--- config.mk ---
export PLATFORM = sky130hd
export DESIGN_NAME = sv32_walker
export DESIGN_NICKNAME = d
export VERILOG_FILES = /design/src/rtl/sv32_walk_pkg.sv /design/src/rtl/sv32_pte_classify.sv /design/src/rtl/sv32_leaf_check.sv /design/src/rtl/sv32_pte_addr.sv /design/src/rtl/sv32_walker.sv
export SDC_FILE = /design/constraint.sdc
export NUM_CORES = 1
export LEC_CHECK = 0
export ABC_AREA = 1
export BUFFER_PORTS_ARGS = -buffer_cell sky130_fd_sc_hd__buf_2
export CAP_MARGIN = 10
export CORE_ASPECT_RATIO = 1.25
export CORE_MARGIN = 4
export CORE_UTILIZATION = 49
export DETAILED_ROUTE_END_ITERATION = 10
export MAX_ROUTING_LAYER = met4
export PLACE_DENSITY = 0.82
export REMOVE_ABC_BUFFERS = 1
export SYNTH_ARGS = -nofsm -noshare
export SYNTH_HDL_FRONTEND = slang
export SYNTH_SLANG_ARGS = --single-unit
--- constraint.sdc ---
create_clock -name clk -period 2.3 [get_ports clk]
set_input_delay 0.46 -clock clk [delete_from_list [all_inputs] [get_ports clk]]
set_output_delay 0.46 -clock clk [all_outputs]
set_load 0.005 [all_outputs]
--- src/rtl/sv32_walk_pkg.sv ---
// Shared constants and types for the Sv32 page table walker.
// Assumes 32-bit virtual addresses, 4 KiB pages and 32-bit entries.
package sv32_walk_pkg;
    localparam int XLEN        = 32;
    localparam int PG_OFS_W    = 12;
    localparam int VPN_IDX_W   = 10;
    localparam int PPN_W       = 20;
    localparam int PTE_PPN_LSB = 10;
    localparam int PTE_PPN_W   = XLEN - PTE_PPN_LSB;
    localparam int PPN_HI_W    = PTE_PPN_W - PPN_W;
    localparam int WORD_SHIFT  = 2;

    localparam int PTE_V = 0;
    localparam int PTE_R = 1;
    localparam int PTE_W = 2;
    localparam int PTE_X = 3;
    localparam int PTE_U = 4;
    localparam int PTE_A = 6;
    localparam int PTE_D = 7;

    localparam logic [1:0] ACC_FETCH = 2'd0;
    localparam logic [1:0] ACC_LOAD  = 2'd1;
    localparam logic [1:0] ACC_STORE = 2'd2;

    typedef enum logic [1:0] {
        FLT_NONE   = 2'd0,
        FLT_PAGE   = 2'd1,
        FLT_ACCESS = 2'd2
    } fault_e;

    typedef enum logic [1:0] {
        PK_NEXT,
        PK_LEAF,
        PK_BAD
    } pte_kind_e;

    typedef enum logic [1:0] {
        ST_IDLE,
        ST_READ,
        ST_WB,
        ST_RESP
    } walk_st_e;
endpackage

--- src/rtl/sv32_pte_classify.sv ---
// Sorts the low four entry bits (X,W,R,V) into pointer, leaf or invalid.
// Purely combinational; every one of the sixteen codes is listed or defaulted.
module sv32_pte_classify
    import sv32_walk_pkg::*;
(
    input  logic [3:0] xwrv,
    output pte_kind_e  kind
);
    // Explicit decode of each code; anything not listed is invalid.
    always_comb begin
        case (xwrv)
            4'b0001: kind = PK_NEXT;
            4'b0011,
            4'b0111,
            4'b1001,
            4'b1011,
            4'b1111: kind = PK_LEAF;
            default: kind = PK_BAD;
        endcase
    end
endmodule

--- src/rtl/sv32_leaf_check.sv ---
// Checks a leaf entry: page number range, megapage alignment, access
// permission and privilege; builds the final page number and the entry
// with accessed/dirty merged in. Assumes the entry is already known a leaf.
module sv32_leaf_check
    import sv32_walk_pkg::*;
(
    input  logic [XLEN-1:0]      pte,
    input  logic                 at_top,
    input  logic [VPN_IDX_W-1:0] vpn_lo,
    input  logic [1:0]           acc,
    input  logic                 umode,
    input  logic                 bypass,
    output logic                 fault,
    output logic [PPN_W-1:0]     final_ppn,
    output logic [XLEN-1:0]      new_pte,
    output logic                 wb_needed
);
    logic [PTE_PPN_W-1:0] ppn;
    logic                 range_bad;
    logic                 misalign;
    logic                 perm_ok;
    logic                 priv_ok;
    logic [XLEN-1:0]      set_mask;

    assign ppn       = pte[XLEN-1:PTE_PPN_LSB];
    assign range_bad = |ppn[PTE_PPN_W-1:PPN_W];
    assign misalign  = at_top && (|ppn[VPN_IDX_W-1:0]);
    assign priv_ok   = bypass || (pte[PTE_U] == umode);

    // Pick the permission bit and the bits to merge for the access kind.
    always_comb begin
        set_mask        = '0;
        set_mask[PTE_A] = 1'b1;
        case (acc)
            ACC_FETCH: perm_ok = pte[PTE_X];
            ACC_STORE: begin
                perm_ok         = pte[PTE_W];
                set_mask[PTE_D] = 1'b1;
            end
            default:   perm_ok = pte[PTE_R];
        endcase
    end

    assign fault     = range_bad || misalign || !perm_ok || !priv_ok;
    assign final_ppn = at_top ? {ppn[PPN_W-1:VPN_IDX_W], vpn_lo} : ppn[PPN_W-1:0];
    assign new_pte   = pte | set_mask;
    assign wb_needed = (new_pte != pte);
endmodule

--- src/rtl/sv32_pte_addr.sv ---
// Forms the byte address of a table entry from a table page number and
// a ten-bit index. Assumes entries are one word wide.
module sv32_pte_addr
    import sv32_walk_pkg::*;
(
    input  logic [PPN_W-1:0]     tbl_ppn,
    input  logic [VPN_IDX_W-1:0] idx,
    output logic [XLEN-1:0]      addr
);
    localparam int PAD_W = PG_OFS_W - VPN_IDX_W - WORD_SHIFT;

    // Page base plus index scaled to words.
    always_comb begin
        addr = {tbl_ppn, {PAD_W{1'b0}}, idx, {WORD_SHIFT{1'b0}}};
    end
endmodule

--- src/rtl/sv32_walker.sv ---
// Sv32 page table walker. Takes a request held stable until done, reads
// at most two entries, checks the leaf, optionally writes it back with
// accessed/dirty set, then pulses done with the address or fault.
// Assumes a single outstanding read and a write port that accepts at once.
module sv32_walker
    import sv32_walk_pkg::*;
(
    input  logic             clk,
    input  logic             rst_n,
    input  logic             req_valid,
    input  logic [XLEN-1:0]  req_vaddr,
    input  logic [1:0]       req_acc,
    input  logic             req_umode,
    input  logic             req_bypass,
    input  logic             req_xlate_en,
    input  logic [PPN_W-1:0] req_root_ppn,
    output logic             mem_rd_req,
    output logic [XLEN-1:0]  mem_rd_addr,
    input  logic             mem_rd_ack,
    input  logic [XLEN-1:0]  mem_rd_data,
    input  logic             mem_rd_err,
    output logic             mem_wr_en,
    output logic [XLEN-1:0]  mem_wr_addr,
    output logic [XLEN-1:0]  mem_wr_data,
    output logic             done,
    output logic [XLEN-1:0]  rsp_paddr,
    output logic [1:0]       rsp_fault,
    output logic [XLEN-1:0]  rsp_fault_vaddr
);
    walk_st_e             st_q;
    logic                 at_top_q;
    logic [XLEN-1:0]      rd_addr_q;
    logic [XLEN-1:0]      wb_data_q;
    logic [XLEN-1:0]      paddr_q;
    logic [XLEN-1:0]      fva_q;
    fault_e               fault_q;

    logic [VPN_IDX_W-1:0] vpn_hi;
    logic [VPN_IDX_W-1:0] vpn_lo;
    logic [XLEN-1:0]      root_addr;
    logic [XLEN-1:0]      next_addr;
    logic                 next_ppn_bad;
    pte_kind_e            kind;
    logic                 leaf_fault;
    logic [PPN_W-1:0]     leaf_ppn;
    logic [XLEN-1:0]      leaf_new;
    logic                 leaf_wb;

    assign vpn_hi       = req_vaddr[XLEN-1 -: VPN_IDX_W];
    assign vpn_lo       = req_vaddr[PG_OFS_W +: VPN_IDX_W];
    assign next_ppn_bad = |mem_rd_data[XLEN-1 -: PPN_HI_W];

    sv32_pte_addr u_root_addr (
        .tbl_ppn (req_root_ppn),
        .idx     (vpn_hi),
        .addr    (root_addr)
    );

    sv32_pte_addr u_next_addr (
        .tbl_ppn (mem_rd_data[PTE_PPN_LSB +: PPN_W]),
        .idx     (vpn_lo),
        .addr    (next_addr)
    );

    sv32_pte_classify u_classify (
        .xwrv (mem_rd_data[3:0]),
        .kind (kind)
    );

    sv32_leaf_check u_leaf (
        .pte       (mem_rd_data),
        .at_top    (at_top_q),
        .vpn_lo    (vpn_lo),
        .acc       (req_acc),
        .umode     (req_umode),
        .bypass    (req_bypass),
        .fault     (leaf_fault),
        .final_ppn (leaf_ppn),
        .new_pte   (leaf_new),
        .wb_needed (leaf_wb)
    );

    // Walk sequencer: start, consume each read, write back, respond.
    always_ff @(posedge clk) begin
        if (!rst_n) begin
            st_q      <= ST_IDLE;
            at_top_q  <= 1'b0;
            rd_addr_q <= '0;
            wb_data_q <= '0;
            paddr_q   <= '0;
            fva_q     <= '0;
            fault_q   <= FLT_NONE;
        end else begin
            case (st_q)
                ST_IDLE: begin
                    if (req_valid) begin
                        fault_q <= FLT_NONE;
                        fva_q   <= '0;
                        if (!req_xlate_en) begin
                            paddr_q <= req_vaddr;
                            st_q    <= ST_RESP;
                        end else begin
                            paddr_q   <= '0;
                            rd_addr_q <= root_addr;
                            at_top_q  <= 1'b1;
                            st_q      <= ST_READ;
                        end
                    end
                end
                ST_READ: begin
                    if (mem_rd_ack) begin
                        if (mem_rd_err) begin
                            fault_q <= FLT_ACCESS;
                            fva_q   <= req_vaddr;
                            st_q    <= ST_RESP;
                        end else begin
                            case (kind)
                                PK_NEXT: begin
                                    if (!at_top_q) begin
                                        fault_q <= FLT_PAGE;
                                        fva_q   <= req_vaddr;
                                        st_q    <= ST_RESP;
                                    end else if (next_ppn_bad) begin
                                        fault_q <= FLT_ACCESS;
                                        fva_q   <= req_vaddr;
                                        st_q    <= ST_RESP;
                                    end else begin
                                        rd_addr_q <= next_addr;
                                        at_top_q  <= 1'b0;
                                    end
                                end
                                PK_LEAF: begin
                                    if (leaf_fault) begin
                                        fault_q <= FLT_PAGE;
                                        fva_q   <= req_vaddr;
                                        st_q    <= ST_RESP;
                                    end else begin
                                        paddr_q <= {leaf_ppn, req_vaddr[PG_OFS_W-1:0]};
                                        if (leaf_wb) begin
                                            wb_data_q <= leaf_new;
                                            st_q      <= ST_WB;
                                        end else begin
                                            st_q <= ST_RESP;
                                        end
                                    end
                                end
                                default: begin
                                    fault_q <= FLT_PAGE;
                                    fva_q   <= req_vaddr;
                                    st_q    <= ST_RESP;
                                end
                            endcase
                        end
                    end
                end
                ST_WB:   st_q <= ST_RESP;
                ST_RESP: st_q <= ST_IDLE;
                default: st_q <= ST_IDLE;
            endcase
        end
    end

    // Port drive from the registered walk state.
    always_comb begin
        mem_rd_req      = (st_q == ST_READ);
        mem_rd_addr     = rd_addr_q;
        mem_wr_en       = (st_q == ST_WB);
        mem_wr_addr     = rd_addr_q;
        mem_wr_data     = wb_data_q;
        done            = (st_q == ST_RESP);
        rsp_paddr       = paddr_q;
        rsp_fault       = fault_q;
        rsp_fault_vaddr = fva_q;
    end
endmodule

**After elaboration in Yosys (flattened, before gate mapping)**

Cells that the tools add are included.
Widths: inputs -> output; s select.

- Register bits after elaboration: 133
- Output and inout bits: 165

- Equality and inequality tests: 24
- Mux-type cells: 53
- Bitwise gates (word level): 3
- Reduce and logical (&&, ||, !) cells: 20

Operator list:

| cell | count |
|---|---|
| $mux 32 | 19 |
| $pmux 32 s2 | 4 |
| $ne 32x32->1 | 1 |
| $or 32x8->32 | 1 |
| $mux 2 | 12 |
| $reduce_and 6->1 | 3 |
| $pmux 2 s2 | 4 |
| $eq 4x4->1 const B | 3 |
| $mux 1 | 10 |
| $mux 10 | 1 |
| $ne 2x2->1 const B | 5 |
| $reduce_or 10->1 | 1 |
| $ne 2x1->1 const B | 4 |
| $pmux 2 s4 | 1 |
| $reduce_and 8->1 | 1 |
| $eq 2x2->1 const B | 3 |
| $logic_not 2->1 | 3 |
| $ne 5x4->1 const B | 1 |
| $reduce_and 5->1 | 1 |
| $reduce_or 5->1 | 1 |
| $eq 2x1->1 const B | 2 |
| $eq 4x1->1 const B | 1 |
| $eq 4x2->1 const B | 1 |
| $eq 4x3->1 const B | 1 |
| 10 further kinds | 16 |

**Depth between registers and ports, before layout**

Gate-level depths: netlist of the first run.

- Depth in word-level cells: 10
- Gate-level depth with buffers: 11
- Depth with buffers taken out: 10

**By module**

Synthesis of the first run repeated with hierarchy kept, for this count alone.

- Cells, all modules: 1119
- Area total of the unflattened synthesis: 7454.6 um^2

By module, submodules not included:

| module | times used | cells each | area an instance (um^2) |
|---|---|---|---|
| sv32_walker | 1 | 932 | 6327.3 |
| sv32_leaf_check | 1 | 106 | 575.6 |
| sv32_pte_addr | 2 | 33 | 244.0 |
| sv32_pte_classify | 1 | 15 | 63.8 |

**Worst setup path after synthesis of the first run**

OpenSTA, ideal clock, no wires.

- Path type: reg-to-reg
- Start point: reg st_q[0]
- End point: reg paddr_q[10] (netlist: rsp_paddr[10])
- Data arrival time: 1.554 ns
- Data required time: 2.185 ns
- Slack: 0.631 ns
- Cell stages (with the launch flop): 10
- Period minus slack after synthesis: 1.669 ns
- Cells stage by stage: dfxtp_1 inv_1 ha_1 inv_1 o22ai_4 nor2_2 clkbuf_1 nand3_1 nand2_1 nor2_1

- Word-level cells in the longest chain between the ends: 3

RTL lines:

| item | line | text |
|---|---|---|
| start, declared | sv32_walker.sv:30 | `walk_st_e st_q;` |
| start signal, assigned | sv32_walker.sv:86 | `st_q <= ST_IDLE;` |
| start signal, assigned | sv32_walker.sv:101 | `st_q <= ST_RESP;` |
| start signal, assigned | sv32_walker.sv:106 | `st_q <= ST_READ;` |
| $eq 2x1->1 / $logic_not 2->1 (equally long branches) | sv32_walker.sv:94 | `case (st_q)` |
| $ne 2x1->1 (no line), or another cell as far along | - |  |
| $reduce_and 6->1 (no line) | - |  |
| end signal, assigned | sv32_walker.sv:100 | `paddr_q <= req_vaddr;` |
| end signal, assigned | sv32_walker.sv:138 | `paddr_q <= {leaf_ppn, req_vaddr[PG_OFS_W-1:0]};` |
| end, declared | sv32_walker.sv:34 | `logic [XLEN-1:0] paddr_q;` |

Parallel ways exist; a longest one is shown, timed or not.
A chain may end at the register's enable or synchronous reset.

**Worst setup path in the final report of the first run**

- Start point: reg st_q[0]
- End point: reg fva_q[2] (netlist: rsp_fault_vaddr[2])

- Word-level cells in the longest chain between the ends: 3

RTL lines:

| item | line | text |
|---|---|---|
| $eq 2x1->1 / $logic_not 2->1 (equally long branches) | sv32_walker.sv:94 |  |
| $ne 5x4->1 (no line), or another cell as far along | - |  |
| $reduce_and 5->1 (no line) | - |  |
| end signal, assigned | sv32_walker.sv:114 | `fva_q <= req_vaddr;` |
| end signal, assigned | sv32_walker.sv:121 | `fva_q <= req_vaddr;` |
| end signal, assigned | sv32_walker.sv:125 | `fva_q <= req_vaddr;` |
| end, declared | sv32_walker.sv:35 | `logic [XLEN-1:0] fva_q;` |

Parallel ways exist; a longest one is shown, timed or not.

==> flow_metrics.env, run 1 <==
export IMPL_status="complete, no violations"
export IMPL_r2r_setup_slack_ns=0.22
export IMPL_yosys_warnings=0
export IMPL_hold_depth=3
export IMPL_place_port_buffers=254
export IMPL_syn_to_final_growth_pct=27.17
export IMPL_fin_crit_ns=2.076
export IMPL_overflow=0
export IMPL_holdBufCountCts=0
export IMPL_cts_resized=0
export IMPL_final_layout_size_suffix_gt1_share_pct=28.80
export IMPL_die_h_um=135.3
export IMPL_insertion_delay_ns=0.41
export IMPL_utilization_pct=63.50
export IMPL_drc=0
export IMPL_pre_cts_slack_ns=0.2279
export IMPL_avgSynthCellArea_sq_um=6.888
export IMPL_syn_cell_area_sq_um=6351
export IMPL_wl_per_cell_um=15.41
export IMPL_multi_input_area_sq_um=2763
export IMPL_rsz0062_at_grt="false"
export IMPL_peakVddDrop_uv=664.2
export IMPL_io_pins=259
export IMPL_vias=6708
export IMPL_grt_pass1_wl_um=30970
export IMPL_drv_slew=0
export IMPL_cts_setup_buffers=0
export IMPL_ant_nets=0
export IMPL_die_x_um=109.8
export IMPL_layout_nets=1219
export IMPL_synth_edf_count=0
export IMPL_seq_area_frac_synth_pct=41.29
export IMPL_worst_setup_path_end_kind="flip-flop"
export IMPL_r2r_start="st_q[0]"
export IMPL_leakage_nw=4.233
export IMPL_critPathKind="flip-flop to flip-flop"
export IMPL_powerDensity_nw_per_um2=1338
export IMPL_clkTransAtPathRegs_ns=0.06
export IMPL_hold_class="primary input to flip-flop"
export IMPL_clockRootBuffer="clkbuf_16"
export IMPL_timing_critical_path_fanout_max=18
export IMPL_drv_cap=0
export IMPL_syn_inst=922
export IMPL_ys_types=30
export IMPL_grt_max_degree=47
export IMPL_fin_skew_ns=0.01186
export IMPL_crit_required_ns=2.64
export IMPL_placedCellCount=1270
export IMPL_ys_seq_elements=131
export IMPL_first_global_vias=6182
export IMPL_cts_buffers_inserted=17
export IMPL_fin_crit_sh_pct=90.24
export IMPL_core_area_sq_um=12720
export IMPL_final_hold_violation_count=0
export IMPL_fin_ws_ns=0.2244
export IMPL_fillers=1180
export IMPL_antenna_found_initial=0
export IMPL_min_from="mem_rd_data[5]"
export IMPL_h_tree_depth=4
export IMPL_r2r_end="rsp_fault_vaddr[2]"
export IMPL_hpwlAfterDp_um=14580
export IMPL_row_count=46
export IMPL_clock_path_buffers=2
export IMPL_synth_area_leaders="dfxtp_1 (41%), nand2_1 (12%), a21oi_1 (8.7%)"
export IMPL_diodes=0
export IMPL_dieArea_sq_um=14860
export IMPL_synth_largest_area_cell="dfxtp_1"
export IMPL_firstDrtPassIters=6
export IMPL_fmax_mhz=481.8
export IMPL_start_util_pct=49.93
export IMPL_hold_end="mem_wr_data[5]"
export IMPL_setup_viol=0
export IMPL_regArea_sq_um=2623
export IMPL_async_flop_share_pct=0
export IMPL_crit_arrival_ns=2.41
export IMPL_drtIter0Drc=511
export IMPL_cts_num_sinks=131
export IMPL_grt_use_total_pct=27.20
export IMPL_r2r_cells=9
export IMPL_wl_um=20040
export IMPL_start_kind="flip-flop"
export IMPL_netlist_area_leader_share_pct=41.29
export IMPL_synthFlopType="dfxtp_1"
export IMPL_place_congestion=0.8805
export IMPL_final_cells=1300
export IMPL_fin_hold_ws_ns=0.2742
export IMPL_cts_tree="yes"
export IMPL_vias_per_cell=5.160
[power by group]
| group | total, W | leakage, nW | switching, W | internal, W |
|---|---|---|---|---|
| sequential | 0.00332 | 1.07 | 0.000416 | 0.00290 |
| clock | 0.00272 | 0.288 | 0.000976 | 0.00174 |
| combinational | 0.00477 | 2.88 | 0.00296 | 0.00181 |
[per-layer routing]
layer / global-route usage, % / part of all wire [%]
met5: - / 0
met4: 11.64 / 3.3
met3: 4.673 / 7.2
met2: 44.84 / 50
met1: 32.43 / 40
[sequential cells by signal (all words and copies together) (netlist names)]
signal,cells
rsp_fault_vaddr,32
mem_rd_addr,30
mem_wr_data,32
st_q,2
rsp_fault,2
at_top_q,1
rsp_paddr,32
[worst max path at each step]
stage | from | to | slack (ns)
final | st_q[0] | rsp_fault_vaddr[2] | 0.22
after detailed placement | mem_rd_data[19] | rsp_paddr[31] | 0.23
after global routing | st_q[0] | rsp_paddr[22] | 0.04
after CTS | st_q[1] | rsp_fault[1] | 0.21
after global placement | mem_rd_data[18] | rsp_paddr[30] | 0.29
after floorplan | st_q[1] | rsp_paddr[21] | -1.58
[stage by stage]
stage	cell area (sq um)	TNS, ns	power, W
after detailed placement	7486	0	0.008090
after global placement	7486	0	0.007985
after global routing	8077	0	0.01157
final	8077	0	0.01081
after floorplan	5789	-166.49	0.005895
after CTS	8077	0	0.01083
[placed cells by master (no fill, tap or decap), types with 2 or more instances in the layout]
cell type,count
ha_1,3
bufinv_16,3
nor2_2,2
dfxtp_1,131
nand3_2,2
o21ai_1,32
a32oi_1,9
clkbuf_16,17
nand3_1,41
a21oi_1,110
inv_2,9
clkbuf_8,2
nand2_4,2
buf_2,254
inv_1,102
nand2_1,197
o21ai_0,35
conb_1,4
clkinv_2,4
nor2_1,90
clkinvlp_4,2
buf_12,3
nand4_1,35
nor2_4,2
nor3_1,2
buf_4,19
o22ai_1,10
[area by class of cell]
| type | count | area share, % |
|---|---|---|
| repair buffers | 276 | 18.25 |
| multi-input cells | 584 | 34.21 |
| well taps | 168 | 2.603 |
| clock buffers | 20 | 5.655 |
| inverters | 111 | 5.159 |
| clock inverters | 10 | 1.658 |
| flip-flops and latches | 131 | 32.47 |
[cells by family (layout without fill, tap and decap cells)]
kind of cell | Yosys count | count (layout) | synth area share (%)
flip-flops | 131 | 131 | 41.29
adder cells (fa/ha/maj) | 4 | 4 | 0.7881
buffers and inverters | 210 | 417 | 15.58
AO/OA/AOI/OAI | 200 | 200 | 17.00
AND/OR/NAND/NOR | 376 | 376 | 25.28
other | 1 | 4 | 0.05904
[worst max-delay path, cell delays in order (launching register included)]
cell,delay (ns)
dfxtp_1,0.41
ha_2,0.25
buf_4,0.28
nand4_1,0.13
nor2_1,0.29
nor2_4,0.07
nand3_2,0.09
buf_4,0.24
nand2_1,0.08
a21oi_1,0.14
[cells in the mapped netlist (10+ instances only)]
master,instances
a21oi_1,110
buf_2,26
buf_4,39
clkbuf_1,25
dfxtp_1,131
inv_1,103
nand2_1,197
nand3_1,41
nand4_1,35
nor2_1,90
o21ai_0,35
o21ai_1,32
o22ai_1,10
Power figures use the tool's default switching activity.
==> run 2, diff against run 1 <==
--- a/config.mk
+++ b/config.mk
@@ -10,10 +10,11 @@
 export CAP_MARGIN = 10
 export CORE_ASPECT_RATIO = 1.25
 export CORE_MARGIN = 4
-export CORE_UTILIZATION = 49
+export CORE_UTILIZATION = 44
 export DETAILED_ROUTE_END_ITERATION = 10
+export GPL_TIMING_DRIVEN = 0
 export MAX_ROUTING_LAYER = met4
-export PLACE_DENSITY = 0.82
+export PLACE_DENSITY = 0.78
 export REMOVE_ABC_BUFFERS = 1
 export SYNTH_ARGS = -nofsm -noshare
 export SYNTH_HDL_FRONTEND = slang
==> constraint.sdc (replaced) <==
create_clock -name clk -period 1.8 [get_ports clk]
set_input_delay 0.36 -clock clk [delete_from_list [all_inputs] [get_ports clk]]
set_output_delay 0.36 -clock clk [all_outputs]
set_load 0.005 [all_outputs]
==> run 2 against run 1 <==
The run now ends with setup timing left. Worst hold slack worse by 0.11 ns. Highest routed layer unchanged. Power is 60% higher. Global-route usage grew 2.2 points. Maximum frequency grew 13%. Register-to-register slack lost 0.26 ns. Sequential share of layout area down 3.8 points. Design area grew 14%. Sequential power is 29% higher. First-iteration DRC count grew 14%. Combinational power increased by 84%. Sequential cell count unchanged. Die area is 11% higher.
==> flow_metrics.env, run 2 (synthesis gave the netlist of run 1 again) <==
export IMPL_slew_headroom_pct=54.18
export IMPL_start_util_pct=45.39
export IMPL_fin_hold_ws_ns=0.1628
export IMPL_vias_per_cell=5.330
export IMPL_clock_path_buffers=2
export IMPL_drc=0
export IMPL_start_kind="flip-flop"
export IMPL_insertion_delay_ns=0.42
export IMPL_wl_um=25090
export IMPL_ant_nets=0
export IMPL_critical_path_startpoint="st_q[1]"
export IMPL_die_h_um=142.3
export IMPL_dieArea_sq_um=16430
export IMPL_worst_setup_path_end_kind="flip-flop"
export IMPL_r2r_start="st_q[1]"
export IMPL_crit_arrival_ns=2.19
export IMPL_rsz0062_at_grt="true"
export IMPL_fin_crit_ns=1.835
export IMPL_p_switching_w=0.007005
export IMPL_antenna_found_initial=2
export IMPL_syn_to_final_growth_pct=44.44
export IMPL_first_global_vias=6488
export IMPL_clockRootBuffer="clkbuf_16"
export IMPL_wl_per_cell_um=18.61
export IMPL_pre_cts_slack_ns=-1.675
export IMPL_h_tree_depth=4
export IMPL_cts_buffers_inserted=17
export IMPL_cts_tree="yes"
export IMPL_r2r_cells=11
export IMPL_min_from="mem_rd_data[8]"
export IMPL_fin_skew_ns=0.006705
export IMPL_failed_checks="setup timing"
export IMPL_firstDrtPassIters=4
export IMPL_final_common_cell="buf_2"
export IMPL_pwr_share_comb_pct=50.6
export IMPL_final_cells=1348
export IMPL_fin_ws_ns=-0.03457
export IMPL_r2r_setup_slack_ns=-0.03
export IMPL_worst_pin_slew_ns=0.6873
export IMPL_io_pins=259
export IMPL_timing_setup_tns_ns=-0.3966
export IMPL_setup_viol=29
export IMPL_powerDensity_nw_per_um2=1889
export IMPL_p_total_w=0.01733
export IMPL_timing_critical_path_fanout_max=6
export IMPL_peakVddDrop_uv=1233
export IMPL_grt_max_degree=84
export IMPL_drtIter0Drc=584
export IMPL_die_x_um=115.5
export IMPL_place_port_buffers=254
export IMPL_crit_required_ns=2.15
export IMPL_hold_end="mem_wr_data[8]"
export IMPL_fin_crit_sh_pct=101.9
export IMPL_clockPowerShare_pct=24.8
export IMPL_status="finished with violations"
export IMPL_overflow=0
export IMPL_p_int_w=0.01032
export IMPL_cts_num_sinks=131
export IMPL_place_congestion=0.8107
export IMPL_layout_nets=1256
export IMPL_seqPwrFrac_pct=24.7
export IMPL_clkTransAtPathRegs_ns=0.06
export IMPL_r2r_end="rsp_fault_vaddr[4]"
export IMPL_fmax_mhz=545.1
export IMPL_grt_use_total_pct=29.42
export IMPL_holdBufCountCts=0
export IMPL_vias=7185
export IMPL_hold_class="primary input to flip-flop"
export IMPL_row_count=48
export IMPL_core_area_sq_um=13990
export IMPL_critPathKind="flip-flop to flip-flop"
export IMPL_placedCellCount=1261
export IMPL_switching_share_pct=40.43
export IMPL_grt_pass1_wl_um=36020
export IMPL_leakage_nw=4.633
export IMPL_hold_depth=3
export IMPL_final_layout_size_suffix_gt1_share_pct=34.84
export IMPL_drv_slew=0
export IMPL_drv_cap=0
export IMPL_layout_common_cells="buf_2 (253), nand2_1 (186), dfxtp_1 (128)"
export IMPL_final_hold_violation_count=0
export IMPL_hpwlAfterDp_um=13420
[run 2: cell count changes in the layout (fill, tap and decap cells not counted), moves of 5 or more]
cell and change:
a21oi_2 +16, a21oi_1 -16, bufinv_16 +5, nor2_4 +5
o21ai_2 +5, buf_4 +6, nand2_2 +7, buf_12 +8
o21ai_1 -5, nand2_1 -11, nand3_4 +6
[run 2: stage by stage]
step,utilization (%),area [sq um]
final,65.56,9174
after global routing,65.56,9174
after global placement,52.02,7279
after detailed placement,53.10,7431
after CTS,62.39,8731
after floorplan,-,5789
[run 2: area by class of cell]
| class | count | area [sq um] |
|---|---|---|
| clock inverters | 12 | 274.0 |
| diodes | 2 | 5.005 |
| multi-input cells | 594 | 3178 |
| flip-flops and latches | 131 | 2631 |
| repair buffers | 301 | 1942 |
| inverters | 111 | 450.4 |
| fillers | 1278 | 4820 |
| repair inverters | 2 | 17.52 |
| well taps | 175 | 219.0 |
| clock buffers | 20 | 456.7 |
[run 2: critical path: stages (launching register included)]
cell     delay (ns)
dfxtp_2        0.33
inv_4          0.07
ha_4           0.15
buf_12         0.14
nand4_1        0.16
nor2_4         0.20
nor2_4         0.07
buf_12         0.16
nand3_4        0.11
buf_12         0.15
nand2_1        0.06
a21oi_1        0.15
[run 2: worst max path at each step]
stage | to | slack (ns) | depth (start not counted)
floorplan | rsp_paddr[21] | -2.08 | 8
global placement | rsp_paddr[25] | -3.99 | 8
detailed placement | rsp_fault_vaddr[24] | -1.68 | 10
CTS | rsp_fault_vaddr[4] | 0.005 | 11
global route | mem_rd_addr[29] | -0.09 | 10
finish | rsp_fault_vaddr[4] | -0.03 | 11
[run 2: layer usage]
layer	vias to the layer above	track usage, %	share of wire [%]
li1	3442	-	-
met3	53	5.062	7.3
met2	328	48.08	50
met1	3362	36.41	40
met5	-	-	0
met4	0	10.63	2.8
[run 2: repair_timing]
action	CTS	global route
gates resized for setup	39	50
endpoints found under the setup margin	131	118
buffers inserted	21	12
pin swaps	13	6
gates cloned	14	6
[run 2: power groups by stage]
stage	clock network, W	registers (W)	logic [W]
global placement	0	0.00416	0.00529
finish	0.00429	0.00427	0.00876
floorplan	0	0.00435	0.00318
global route	0.00446	0.00437	0.00935
detailed placement	0	0.00427	0.00597
CTS	0.00432	0.00424	0.00767
